### src/rtl/txf_pkg.sv
package txf_pkg;
    // One store request: up to two bytes, low byte first
    typedef struct packed {
        logic        en;
        logic        two;
        logic [15:0] data;
    } txf_push_t;
endpackage

### src/rtl/txf_wr_ctrl.sv
module txf_wr_ctrl #(
    parameter int DEPTH = 32,
    parameter int PTR_W = 6
) (
    input  logic                 bus16,
    input  logic                 dma_en,
    input  logic                 host_wr,
    input  logic                 addr_hit,
    input  logic                 host_word,
    input  logic                 dma_ack,
    input  logic [15:0]          wdata,
    input  logic [PTR_W-1:0]     total,
    input  logic                 closed,
    output txf_pkg::txf_push_t   push,
    output logic                 reject
);
    localparam logic [PTR_W:0] CAP = DEPTH[PTR_W:0];

    logic             src_host;
    logic             src_dma;
    logic             attempt;
    logic             is_word;
    logic [PTR_W:0]   need;
    logic             no_room;
    logic             bad_width;

    always_comb begin
        src_host  = host_wr && addr_hit && !dma_en;
        src_dma   = dma_ack && dma_en;
        attempt   = src_host || src_dma;
        is_word   = src_dma ? bus16 : host_word;
        need      = {{(PTR_W-1){1'b0}}, is_word, !is_word};
        no_room   = ({1'b0, total} + need) > CAP;
        bad_width = !bus16 && is_word;
        reject    = attempt && (bad_width || closed || no_room);
        push.en   = attempt && !reject;
        push.two  = is_word;
        push.data = wdata;
    end
endmodule

### src/rtl/txf_store.sv
module txf_store #(
    parameter int DEPTH = 32,
    parameter int PTR_W = 6
) (
    input  logic                clk,
    input  logic                rst_n,
    input  txf_pkg::txf_push_t  push,
    input  logic [PTR_W-1:0]    wr_ptr,
    input  logic [PTR_W-1:0]    rd_ptr,
    input  logic                mark_en,
    input  logic [PTR_W-1:0]    mark_ptr,
    output logic [7:0]          head_data,
    output logic                head_last
);
    localparam int AW = PTR_W - 1;

    logic [7:0]       mem_q [DEPTH];
    logic [DEPTH-1:0] last_q;
    logic [AW-1:0]    wa0;
    logic [AW-1:0]    wa1;

    assign wa0 = wr_ptr[AW-1:0];
    assign wa1 = wa0 + AW'(1);

    always_ff @(posedge clk) begin
        if (push.en) begin
            mem_q[wa0] <= push.data[7:0];
            if (push.two) mem_q[wa1] <= push.data[15:8];
        end
    end

    always_ff @(posedge clk) begin
        if (!rst_n) begin
            last_q <= '0;
        end else begin
            if (push.en) begin
                last_q[wa0] <= 1'b0;
                if (push.two) last_q[wa1] <= 1'b0;
            end
            if (mark_en) last_q[mark_ptr[AW-1:0]] <= 1'b1;
        end
    end

    assign head_data = mem_q[rd_ptr[AW-1:0]];
    assign head_last = last_q[rd_ptr[AW-1:0]];
endmodule

### src/rtl/txf_top.sv
module txf_top #(
    parameter int               DEPTH     = 32,
    parameter int               ADDR_W    = 8,
    parameter logic [ADDR_W-1:0] DATA_ADDR = 8'h10
) (
    input  logic              clk,
    input  logic              rst_n,
    input  logic              bus16,
    input  logic              dma_en,
    input  logic              host_wr,
    input  logic [ADDR_W-1:0] host_addr,
    input  logic              host_word,
    input  logic [15:0]       host_wdata,
    input  logic              cmd_xtf,
    input  logic              cmd_eof,
    input  logic              dma_ack,
    output logic              dma_req,
    input  logic              tx_pop,
    input  logic              tx_shift_done,
    output logic              tx_avail,
    output logic [7:0]        tx_data,
    output logic              tx_last,
    output logic              irq_pool_ready,
    output logic              irq_all_sent,
    output logic              wr_err
);
    localparam int             PTR_W = $clog2(DEPTH) + 1;
    localparam logic [PTR_W:0] CAP   = DEPTH[PTR_W:0];

    typedef struct packed {
        logic [PTR_W-1:0] wr;
        logic [PTR_W-1:0] cmt;
        logic [PTR_W-1:0] rd;
        logic             closed;
        logic             err;
        logic             irq_pr;
        logic             irq_as;
    } txf_state_t;

    txf_state_t         st_d, st_q;
    txf_pkg::txf_push_t push;
    logic               reject;
    logic [PTR_W-1:0]   total;
    logic [PTR_W-1:0]   cmt_cnt;
    logic               pop_ok;
    logic               addr_hit;
    logic               mark_en;
    logic [PTR_W-1:0]   mark_ptr;
    logic [7:0]         head_data;
    logic               head_last;
    logic [PTR_W:0]     dma_need;

    assign total    = st_q.wr - st_q.rd;
    assign cmt_cnt  = st_q.cmt - st_q.rd;
    assign addr_hit = (host_addr == DATA_ADDR);

    txf_wr_ctrl #(.DEPTH(DEPTH), .PTR_W(PTR_W)) u_wr_ctrl (
        .bus16     (bus16),
        .dma_en    (dma_en),
        .host_wr   (host_wr),
        .addr_hit  (addr_hit),
        .host_word (host_word),
        .dma_ack   (dma_ack),
        .wdata     (host_wdata),
        .total     (total),
        .closed    (st_q.closed),
        .push      (push),
        .reject    (reject)
    );

    always_comb begin
        st_d        = st_q;
        st_d.irq_pr = 1'b0;
        st_d.irq_as = 1'b0;
        pop_ok      = tx_pop && (cmt_cnt != '0);
        mark_en     = cmd_xtf && cmd_eof && (st_q.wr != st_q.cmt);
        mark_ptr    = st_q.wr - PTR_W'(1);

        if (cmd_xtf) begin
            st_d.cmt = st_q.wr;
            st_d.err = 1'b0;
            if (cmd_eof) st_d.closed = 1'b0;
        end
        if (push.en) begin
            st_d.wr = st_q.wr + (push.two ? PTR_W'(2) : PTR_W'(1));
            if (bus16 && !push.two) st_d.closed = 1'b1;
        end
        if (reject) st_d.err = 1'b1;
        if (pop_ok) begin
            st_d.rd = st_q.rd + PTR_W'(1);
            if (st_d.wr == st_d.rd) st_d.irq_pr = 1'b1;
        end
        if (tx_shift_done && (total == '0)) st_d.irq_as = 1'b1;
    end

    always_ff @(posedge clk) begin
        if (!rst_n) st_q <= '0;
        else        st_q <= st_d;
    end

    txf_store #(.DEPTH(DEPTH), .PTR_W(PTR_W)) u_store (
        .clk       (clk),
        .rst_n     (rst_n),
        .push      (push),
        .wr_ptr    (st_q.wr),
        .rd_ptr    (st_q.rd),
        .mark_en   (mark_en),
        .mark_ptr  (mark_ptr),
        .head_data (head_data),
        .head_last (head_last)
    );

    assign dma_need       = {{(PTR_W-1){1'b0}}, bus16, !bus16};
    assign dma_req        = dma_en && !st_q.closed && (({1'b0, total} + dma_need) <= CAP);
    assign tx_avail       = (cmt_cnt != '0);
    assign tx_data        = head_data;
    assign tx_last        = head_last && tx_avail;
    assign irq_pool_ready = st_q.irq_pr;
    assign irq_all_sent   = st_q.irq_as;
    assign wr_err         = st_q.err;
endmodule

### config.mk
export PLATFORM = sky130hd
export DESIGN_NAME = txf_top
export DESIGN_NICKNAME = d
export VERILOG_FILES = /design/src/rtl/txf_pkg.sv /design/src/rtl/txf_wr_ctrl.sv /design/src/rtl/txf_store.sv /design/src/rtl/txf_top.sv
export SDC_FILE = /design/constraint.sdc
export NUM_CORES = 1
export LEC_CHECK = 0
export ABC_AREA = 1
export BUFFER_PORTS_ARGS = -buffer_cell sky130_fd_sc_hd__buf_2
export CORE_ASPECT_RATIO = 1.1
export CORE_MARGIN = 5
export CORE_UTILIZATION = 47
export CTS_CLUSTER_DIAMETER = 50
export DETAILED_ROUTE_END_ITERATION = 6
export PLACE_DENSITY_LB_ADDON = 0.1
export SETUP_SLACK_MARGIN = 0.02
export SYNTH_ARGS = -nofsm -noshare
export SYNTH_HDL_FRONTEND = slang
export SYNTH_SLANG_ARGS = --single-unit
### constraint.sdc
create_clock -name clk -period 9.8 [get_ports clk]
set_clock_uncertainty 0.2 [all_clocks]
set_input_delay 1.96 -clock clk [delete_from_list [all_inputs] [get_ports clk]]
set_output_delay 1.96 -clock clk [all_outputs]
set_load 0.01 [all_outputs]
======== Yosys cells after proc, flatten, opt, wreduce, memory -nomap -nowiden ========
Memory sizes are Yosys's and may differ from the RTL's. A register that Yosys moved wholly into a read port is not among the register bits.
Index checks and enable logic that the tools add are counted.
operators by class
  $add $sub $neg .......................... 8
  multipliers ............................. 0
  divide/modulo/power cells ............... 0
  magnitude comparators ................... 9
  equal/unequal tests ..................... 3
  shift operators ......................... 0
  mux-type cells .......................... 29
  bitwise logic cells ..................... 5
  reductions and logical operators ........ 29
operator list
  cell                   number
  $mux W32               4
  $and A32 B32 Y32       2
  $not A32 Y32           2
  $or A32 B32 Y32        1
  $lt A5 B6 Y1 const B   4
  $logic_and A1 B1 Y1    17
  $mux W1                16
  $demux W1 S5           3
  $ge A5 B1 Y1 const B   3
  $add A6 B2 Y7          2
  $sub A6 B6 Y6          2
  $mux W5                2
  $eq A8 B5 Y1 const B   1
  $gt A7 B6 Y1 const B   1
  $le A7 B6 Y1 const B   1
  $add A6 B1 Y6 const B  1
  $add A6 B2 Y6          1
  $eq A6 B6 Y1           1
  $logic_not A6 Y1       1
  $mux W6                1
  $ne A6 B6 Y1           1
  $reduce_bool A6 Y1     1
  $add A5 B1 Y5 const B  1
  $bmux W1 S5            1
  6 further kinds        13
storage, ports and cells
  bits in registers ....................... 54
  latch bits .............................. 0
  bits in writable memories ............... 256
  memory bits (read-only) ................. 0
  bits of input ports ..................... 35
  logic and storage cells ................. 92
  memories kept ........................... 1
memories
  name           depth  bits a word  rd ports  clocked after Yosys merged registers in  wr ports  RTL line         text
  u_store.mem_q  32     8            1         1                                        2         txf_store.sv:17  logic [7:0] mem_q [DEPTH];

======== Logic depth before layout (Yosys ltp) ========
Gate-level depths: netlist of run 1.
  word-level depth ........................ 13
  mapped depth ............................ 24
  depth with buffers taken out ............ 22

======== Hierarchy ========
From an unflattened synthesis of run 1, not the netlist that was laid out.
unflattened totals
  cells, all modules ...................... 2212
  area, all modules ....................... 17465.5 um^2
modules (own cells, without submodules)
  module       instances  cells an instance  area an instance (um^2)  sequential area each (um^2)
  txf_store    1          1835               15139.5                  8328.0
  txf_top      1          303                1908.1                   440.4
  txf_wr_ctrl  1          74                 417.9                    0.0

======== Worst setup path before layout of run 1 ========
No wires, ideal clock.
  path kind ............................... input to register
  start point ............................. input port dma_en
  end point ............................... memory u_store.mem_q[11][0] (enable)
  data arrival time ....................... 5244 ps
  required time ........................... 9216 ps
  path slack .............................. 3972 ps
  cell stages on the path ................. 19
  buffers on the path ..................... 2
  path through ............................ nand2_1 > o21ai_4 > clkbuf_1 > ha_1 > inv_1 > fa_1 > inv_1 > nor2_1 > nand2_1 > nor2_1 > nand2_1 > nor2_1 > nand3_1 > nand2_2 > nand3_4 > buf_2 > nor2_1 > inv_1 > o21ai_0
RTL lines
  element      RTL line         text
  from (decl)  txf_top.sv:9     input logic dma_en,
  to (decl)    txf_store.sv:17

======== Worst setup path in the final report of run 1 ========
  start point ............................. input port dma_en
  end point ............................... register u_store.last_q[15]
on the way
  word-level cells in the longest chain between the ends .. 13
  elaborated cells between the ends (all ways) .. 19
ends and longest elaborated chain
  element                           RTL line           text
  $logic_and A1 B1 Y1               txf_wr_ctrl.sv:29  src_dma = dma_ack && dma_en;
  $mux W1                           txf_wr_ctrl.sv:31  is_word = src_dma ? bus16 : host_word;
  $logic_not A1 Y1                  txf_wr_ctrl.sv:32  need = {{(PTR_W-1){1'b0}}, is_word, !is_word};
  $add A6 B2 Y7                     txf_wr_ctrl.sv:33  no_room = ({1'b0, total} + need) > CAP;
  $gt A7 B6 Y1                      txf_wr_ctrl.sv:33
  $logic_or A1 B1 Y1                txf_wr_ctrl.sv:35  reject = attempt && (bad_width || closed || no_room);
  $logic_and A1 B1 Y1               txf_wr_ctrl.sv:35
  $logic_not A1 Y1                  txf_wr_ctrl.sv:36  push.en = attempt && !reject;
  $logic_and A1 B1 Y1               txf_wr_ctrl.sv:36
  $mux W32 *                        txf_store.sv:36    if (push.en) begin
  $mux W32 *                        txf_store.sv:33    if (!rst_n) begin
  $or A32 B32 Y32 (no source line)  -
  $mux W32 *                        txf_store.sv:40    if (mark_en) last_q[mark_ptr[AW-1:0]] <= 1'b1;
  to (signal assigned)              txf_store.sv:34    last_q <= '0;
  to (signal, indexed assignment)   txf_store.sv:37    last_q[wa0] <= 1'b0;
  to (signal, indexed assignment)   txf_store.sv:40
  to (decl)                         txf_store.sv:18    logic [DEPTH-1:0] last_q;
Every way passes the cells marked *; elsewhere a longest branch is shown, timed or not. The select of a mux whose other input is x is not followed.
A chain may end at the register's enable or synchronous reset.

==> results of run 1 <==
==> sequential cells by signal (all words and copies together), names as in the netlist, named ones only <==
name / flops
irq_pool_ready: 1
u_store.last_q: 32
irq_all_sent: 1
u_store.mem_q: 256
wr_err: 1
st_q: 19
==> worst min-delay path by stage <==
| stage | endpoint | slack, ns | cells past startpoint |
|---|---|---|---|
| floorplan | st_q[3] | 0.25 | 2 |
| detailed placement | wr_err | 0.27 | 2 |
| CTS | wr_err | 0.28 | 2 |
| global placement | wr_err | 0.25 | 2 |
| finish | wr_err | 0.28 | 2 |
| global route | wr_err | 0.30 | 2 |
==> area by class of cell <==
cell class | instances | area, um^2
fillers | 3474 | 17400
flip-flops and latches | 315 | 8870
multi-input cells | 1417 | 7160
clock buffers | 51 | 1100
well taps | 487 | 609
inverters | 159 | 598
repair buffers | 69 | 398
clock inverters | 19 | 213
==> metal layers <==
layer | share of wire | wire length (um) | track usage
met1 | 0.42 | 23800 | 0.374
met2 | 0.46 | 26300 | 0.443
met3 | 0.091 | 5190 | 0.0428
met4 | 0.029 | 1670 | 0.0882
met5 | 0.00030 | 17 | 0
==> Yosys cell counts, types with 3 or more instances <==
cell	number
nand2_1	407
a21oi_1	49
clkinv_1	3
nand2_2	6
buf_1	24
edfxtp_1	256
o21ai_0	274
clkbuf_1	103
nand2_4	19
xor2_1	11
nor4_1	5
dfxtp_1	59
ha_1	17
buf_6	12
a221oi_1	3
o2bb2ai_1	7
o21ai_1	173
nor2_1	225
fa_1	4
a32oi_1	8
a22o_1	3
a31oi_1	8
inv_1	151
o21ai_2	6
o311ai_0	4
nand3_1	55
nand4_1	13
o221ai_1	50
nor3_1	15
inv_2	5
buf_2	13
o22ai_1	25
xnor2_1	3
buf_4	4
==> through the flow <==
step	worst slack (ns)	instances	total power, uW
6_report	3.20	2517	3470
5_1_grt	2.83	2517	3590
4_1_cts	3.26	2517	3480
3_5_place_dp	2.71	2447	2020
3_3_place_gp	2.79	2447	2010
2_1_floorplan	3.97	2049	1840
==> cell families (layout without fill, tap and decap cells) <==
| family | Yosys count | in the layout | share of synthesized area |
|---|---|---|---|
| buffers and inverters | 317 | 298 | 0.0771 |
| adders and majority gates | 21 | 21 | 0.0169 |
| and+or+nand+nor | 756 | 756 | 0.185 |
| DFF | 315 | 315 | 0.511 |
| xor gates and xnor gates | 14 | 14 | 0.00706 |
| AOI/OAI and AO/OA | 626 | 626 | 0.204 |
==> worst min-delay path: cells and delay by family, from the launching register on <==
kind | cells | cell delay [ns]
AO/OA/AOI/OAI | 1 | 0.06
flip-flops | 1 | 0.31
AND/OR/NAND/NOR | 1 | 0.06
==> where the power goes <==
group | internal [uW] | total [uW] | leakage (uW) | switching [uW]
Clock | 900 | 1480 | 0.000637 | 575
Combinational | 145 | 520 | 0.00427 | 375
Sequential | 1460 | 1480 | 0.00278 | 18.6
==> impl_metrics.json, run 1 <==
{
  "timing.slew.headroom": 0.174,
  "critPathRequiredTime_ns": 10.02,
  "r2r_slack_ns": 3.41,
  "syn_area_um2": 17400,
  "worstSetupStartpoint": "dma_en",
  "hold_buffers": 0,
  "synth.ff_latch_count": 315,
  "antenna_found_initial": 1,
  "synthArstFlopShare": 0,
  "cts_setup_buffers": 0,
  "critPathBufInv": 5,
  "route.detailed.drc": 0,
  "yosysTopAreaCell": "edfxtp_1",
  "coreArea_um2": 36400,
  "ys.flop_type": "edfxtp_1",
  "syn-num-nets": 2105,
  "grt_pass1_wl_um": 87200,
  "synth_cell_types": 57,
  "wl_um": 57000,
  "dr_total_vias": 15100,
  "synthTopCellsByArea": "edfxtp_1 44%, nand2_1 8.8%, o21ai_0 7.9%",
  "nets": 2056,
  "critical_path_class": "in2reg",
  "cp_top_family": "simple AND/OR/NAND/NOR gates",
  "power.density_nw_per_um2": 183,
  "gr-usage-all-layers": 0.271,
  "via_per_inst": 5.98,
  "critPathLaunchType": "input port",
  "final_hold_viol_count": 0,
  "cts_resized": 0,
  "cts-root-buf": "clkbuf_16",
  "dpl_cell_area_um2": 17600,
  "routedWlPerCell_um": 22.7,
  "setup-tns-final_ns": 0,
  "crit_path_max_fanout": 34,
  "drt_iter0_drc": 1720,
  "rows": 73,
  "crit_path_end_kind": "flop",
  "die_w_um": 193,
  "r2r_start": "st_q[5]",
  "min-delay-start": "wr_err",
  "firstDrtPassIters": 6,
  "yosysWarnings": 0,
  "clk_pin_slew_worst_paths_ns": 0.06,
  "layout_commonest_cell": "nand2_1",
  "hp-class": "reg2reg",
  "status": "complete, no violations",
  "synth_edf_count": 256,
  "critPathCapture": "u_store.last_q[15]",
  "fin_crit_sh": 0.674,
  "ant_nets": 0,
  "gpl.final_weighted_congestion": 0.936,
  "final_core_utilization": 0.521,
  "clk_latency_ns": 0.53,
  "synth_top_area_frac": 0.443,
  "reg2reg_depth": 19,
  "setup_viol": 0,
  "synth_cells": 2049,
  "layout_common_cells": "407 x nand2_1, 273 x o21ai_0, 256 x edfxtp_1",
  "crit_cells": 23,
  "grt_max_degree": 82,
  "io_buffer_count": 48,
  "period_needed_ns": 6.60,
  "max_freq_ghz": 0.151,
  "crit_chain": "buf_2, nand2_1, nand2_1, o21ai_4, buf_4, ha_1, inv_1, fa_1, inv_1, nor2_1, nand2_1, nor2_1, nand2_1, nor2_1, nand3_1, nand2_2, nand3_4, nor2_8, nand2_1, nand2_1, o21ai_0, nand2_1, inv_1",
  "die_y_um": 212,
  "leakagePower_uw": 0.00769,
  "overflow": 0,
  "worst_pin_slew_ns": 1.23,
  "start_util": 0.478,
  "fp.dieArea_um2": 40900,
  "ir_drop_mv": 0.122,
  "hpwl_um": 35700,
  "cts_sinks": 315,
  "seq_area_frac_synth": 0.511,
  "cts_buffer_depth": 3,
  "cts_made_buffers": 38,
  "tritoncts": "built",
  "grt_pass1_vias": 14200,
  "crit_top_cell": "nand2_1",
  "arrival_ns": 6.82,
  "crit_slowest_cell": "nor2_8",
  "area_growth_pct": 9.14,
  "slowest_delay_ns": 0.88,
  "io-pin-count": 49,
  "worstReg2RegEnd": "u_store.last_q[15]",
  "rsz0062_at_grt": "false",
  "diodes": 0,
  "drive_above_1_share": 0.0901,
  "postLayoutCellArea_um2": 19000,
  "syn_avg_cell_area_um2": 8.48,
  "htreeDepth": 2,
  "fin_hold_ws_ns": 0.277,
  "maxSlewViolCount": 0,
  "maxCapViolations": 0
}
(Power assumes the default switching activity.)
==> run 2, diff against run 1 <==
clock period = 6 ns   (was 9.8 ns; I/O delays follow)
==> run 2 against run 1 <==
Effect of this change: combinational power is 64% higher; setup slack worse by 2.7 ns; first-iteration DRC count is 4.1% higher; register-to-register slack worse by 2.5 ns; count of clock-buffer cells in the layout is 1 lower; critical path type is now reg2out; largest cell class unchanged; largest power group unchanged; highest routed layer is now met4.
==> impl_metrics.json, run 2 (synthesized netlist as in run 1, its figures left out) <==
{
  "status": "complete, no violations",
  "cts_made_buffers": 40,
  "crit_path_max_fanout": 65,
  "timing.slew.headroom": 0.262,
  "gpl.final_weighted_congestion": 0.935,
  "worstReg2RegEnd": "u_store.last_q[1]",
  "fin_crit_sh": 0.911,
  "die_w_um": 193,
  "met2RoutedLength_um": 26200,
  "critPathRequiredTime_ns": 4.60,
  "setup-tns-final_ns": 0,
  "gr-usage-all-layers": 0.270,
  "holdPathStages": 2,
  "io-pin-count": 49,
  "dp.cells": 2466,
  "arrival_ns": 4.07,
  "cts_sinks": 315,
  "clk_latency_ns": 0.55,
  "period_needed_ns": 5.47,
  "grt_pass1_vias": 14300,
  "hpwl_um": 36200,
  "start_util": 0.478,
  "cts_buffer_depth": 3,
  "rsz0062_at_grt": "false",
  "firstDrtPassIters": 6,
  "layout_commonest_cell": "nand2_1",
  "top_layer": "met4",
  "area_growth_pct": 9.76,
  "ant_nets": 0,
  "cts_setup_buffers": 0,
  "hold_buffers": 0,
  "maxSlewViolCount": 0,
  "reg2reg_depth": 20,
  "fillers": 3495,
  "dpl_worst_slack_ns": 0.579,
  "wl_um": 56500,
  "diodes": 0,
  "final_cells": 2540,
  "final.setup.worst_slack_ns": 0.535,
  "critPathLaunchType": "flop",
  "grt_max_degree": 86,
  "io_buffer_count": 48,
  "routed-wl-met3_um": 4910,
  "clk_pin_slew_worst_paths_ns": 0.06,
  "routedWlPerCell_um": 22.2,
  "layout_common_cells": "407 x nand2_1, 274 x o21ai_0, 256 x edfxtp_1",
  "antenna_found_initial": 0,
  "hp-class": "reg2reg",
  "fp.dieArea_um2": 40900,
  "ir_drop_mv": 0.214,
  "largest_reg_flops": 256,
  "total_power_uw": 5610,
  "cts-root-buf": "clkbuf_16",
  "route.detailed.drc": 0,
  "crit_slowest_cell": "clkinv_2",
  "cts_resized": 0,
  "rows": 73,
  "coreArea_um2": 36400,
  "wl_met1_um": 23900,
  "die_y_um": 212,
  "maxCapViolations": 0,
  "critPathBufInv": 3,
  "crit_chain": "clkinv_2, buf_12, o21ai_0, o22ai_1, nor2_1, nor2_1, o21ai_0, a32oi_1, buf_2",
  "r2r_slack_ns": 0.90,
  "power.density_nw_per_um2": 294,
  "crit_cells": 9,
  "nets": 2077,
  "via_per_inst": 5.94,
  "r2r_start": "st_q[5]",
  "leakagePower_uw": 0.00776,
  "grt_pass1_wl_um": 86400,
  "tritoncts": "built",
  "reg_top3": "u_store.mem_q x256, u_store.last_q x32, st_q x19",
  "largest-register": "u_store.mem_q",
  "dr_total_vias": 15100,
  "final_core_utilization": 0.524,
  "htreeDepth": 2,
  "max_freq_ghz": 0.183,
  "drt_iter0_drc": 1790,
  "overflow": 0,
  "slowest_delay_ns": 0.94,
  "critPathCapture": "tx_data[4]",
  "critical_path_class": "reg2out",
  "crit_path_end_kind": "output port",
  "cp_top_family": "buffers and inverters",
  "worst_pin_slew_ns": 1.10,
  "final_hold_viol_count": 0,
  "setup_viol": 0,
  "drive_above_1_share": 0.0974
}
## run 2: how the worst min path moves through the flow
stage | start | end | slack (ns)
floorplan | st_q[3] | st_q[3] | 0.25
global placement | wr_err | wr_err | 0.25
detailed placement | wr_err | wr_err | 0.26
CTS | wr_err | wr_err | 0.27
global route | wr_err | wr_err | 0.31
finish | wr_err | wr_err | 0.27
## run 2: report_power, final
part	total [uW]	switching (uW)	internal, uW	leakage, uW
combinational	851	607	244	0.00437
sequential	2410	31.6	2380	0.00278
clock	2340	984	1360	0.000605
## run 2: tightest hold or removal path: stages (launching register included)
cell     delay [ns]
dfxtp_1        0.31
nand2_1        0.06
a21oi_1        0.05
## run 2: stage by stage
| step | cell area (um^2) | hold WS, ns |
|---|---|---|
| detailed placement | 17800 | 0.257 |
| finish | 19100 | 0.265 |
| global placement | 17800 | 0.252 |
| global route | 19100 | 0.309 |
| floorplan | 17400 | 0.250 |
| CTS | 19100 | 0.266 |
## run 2: per-layer routing
layer  up-vias  global-route usage
li1       7083                   -
met1      7196               0.379
met2       702               0.438
met3       100              0.0384
met4         0              0.0842
met5         -                   0
## run 2: layout make-up
type,instances,area (um^2),area share
well taps,487,609,0.0320
repair buffers,88,553,0.0290
flip-flops and latches,315,8870,0.466
clock inverters,24,208,0.0109
clock buffers,50,1060,0.0556
inverters,159,598,0.0314
multi-input cells,1417,7160,0.376
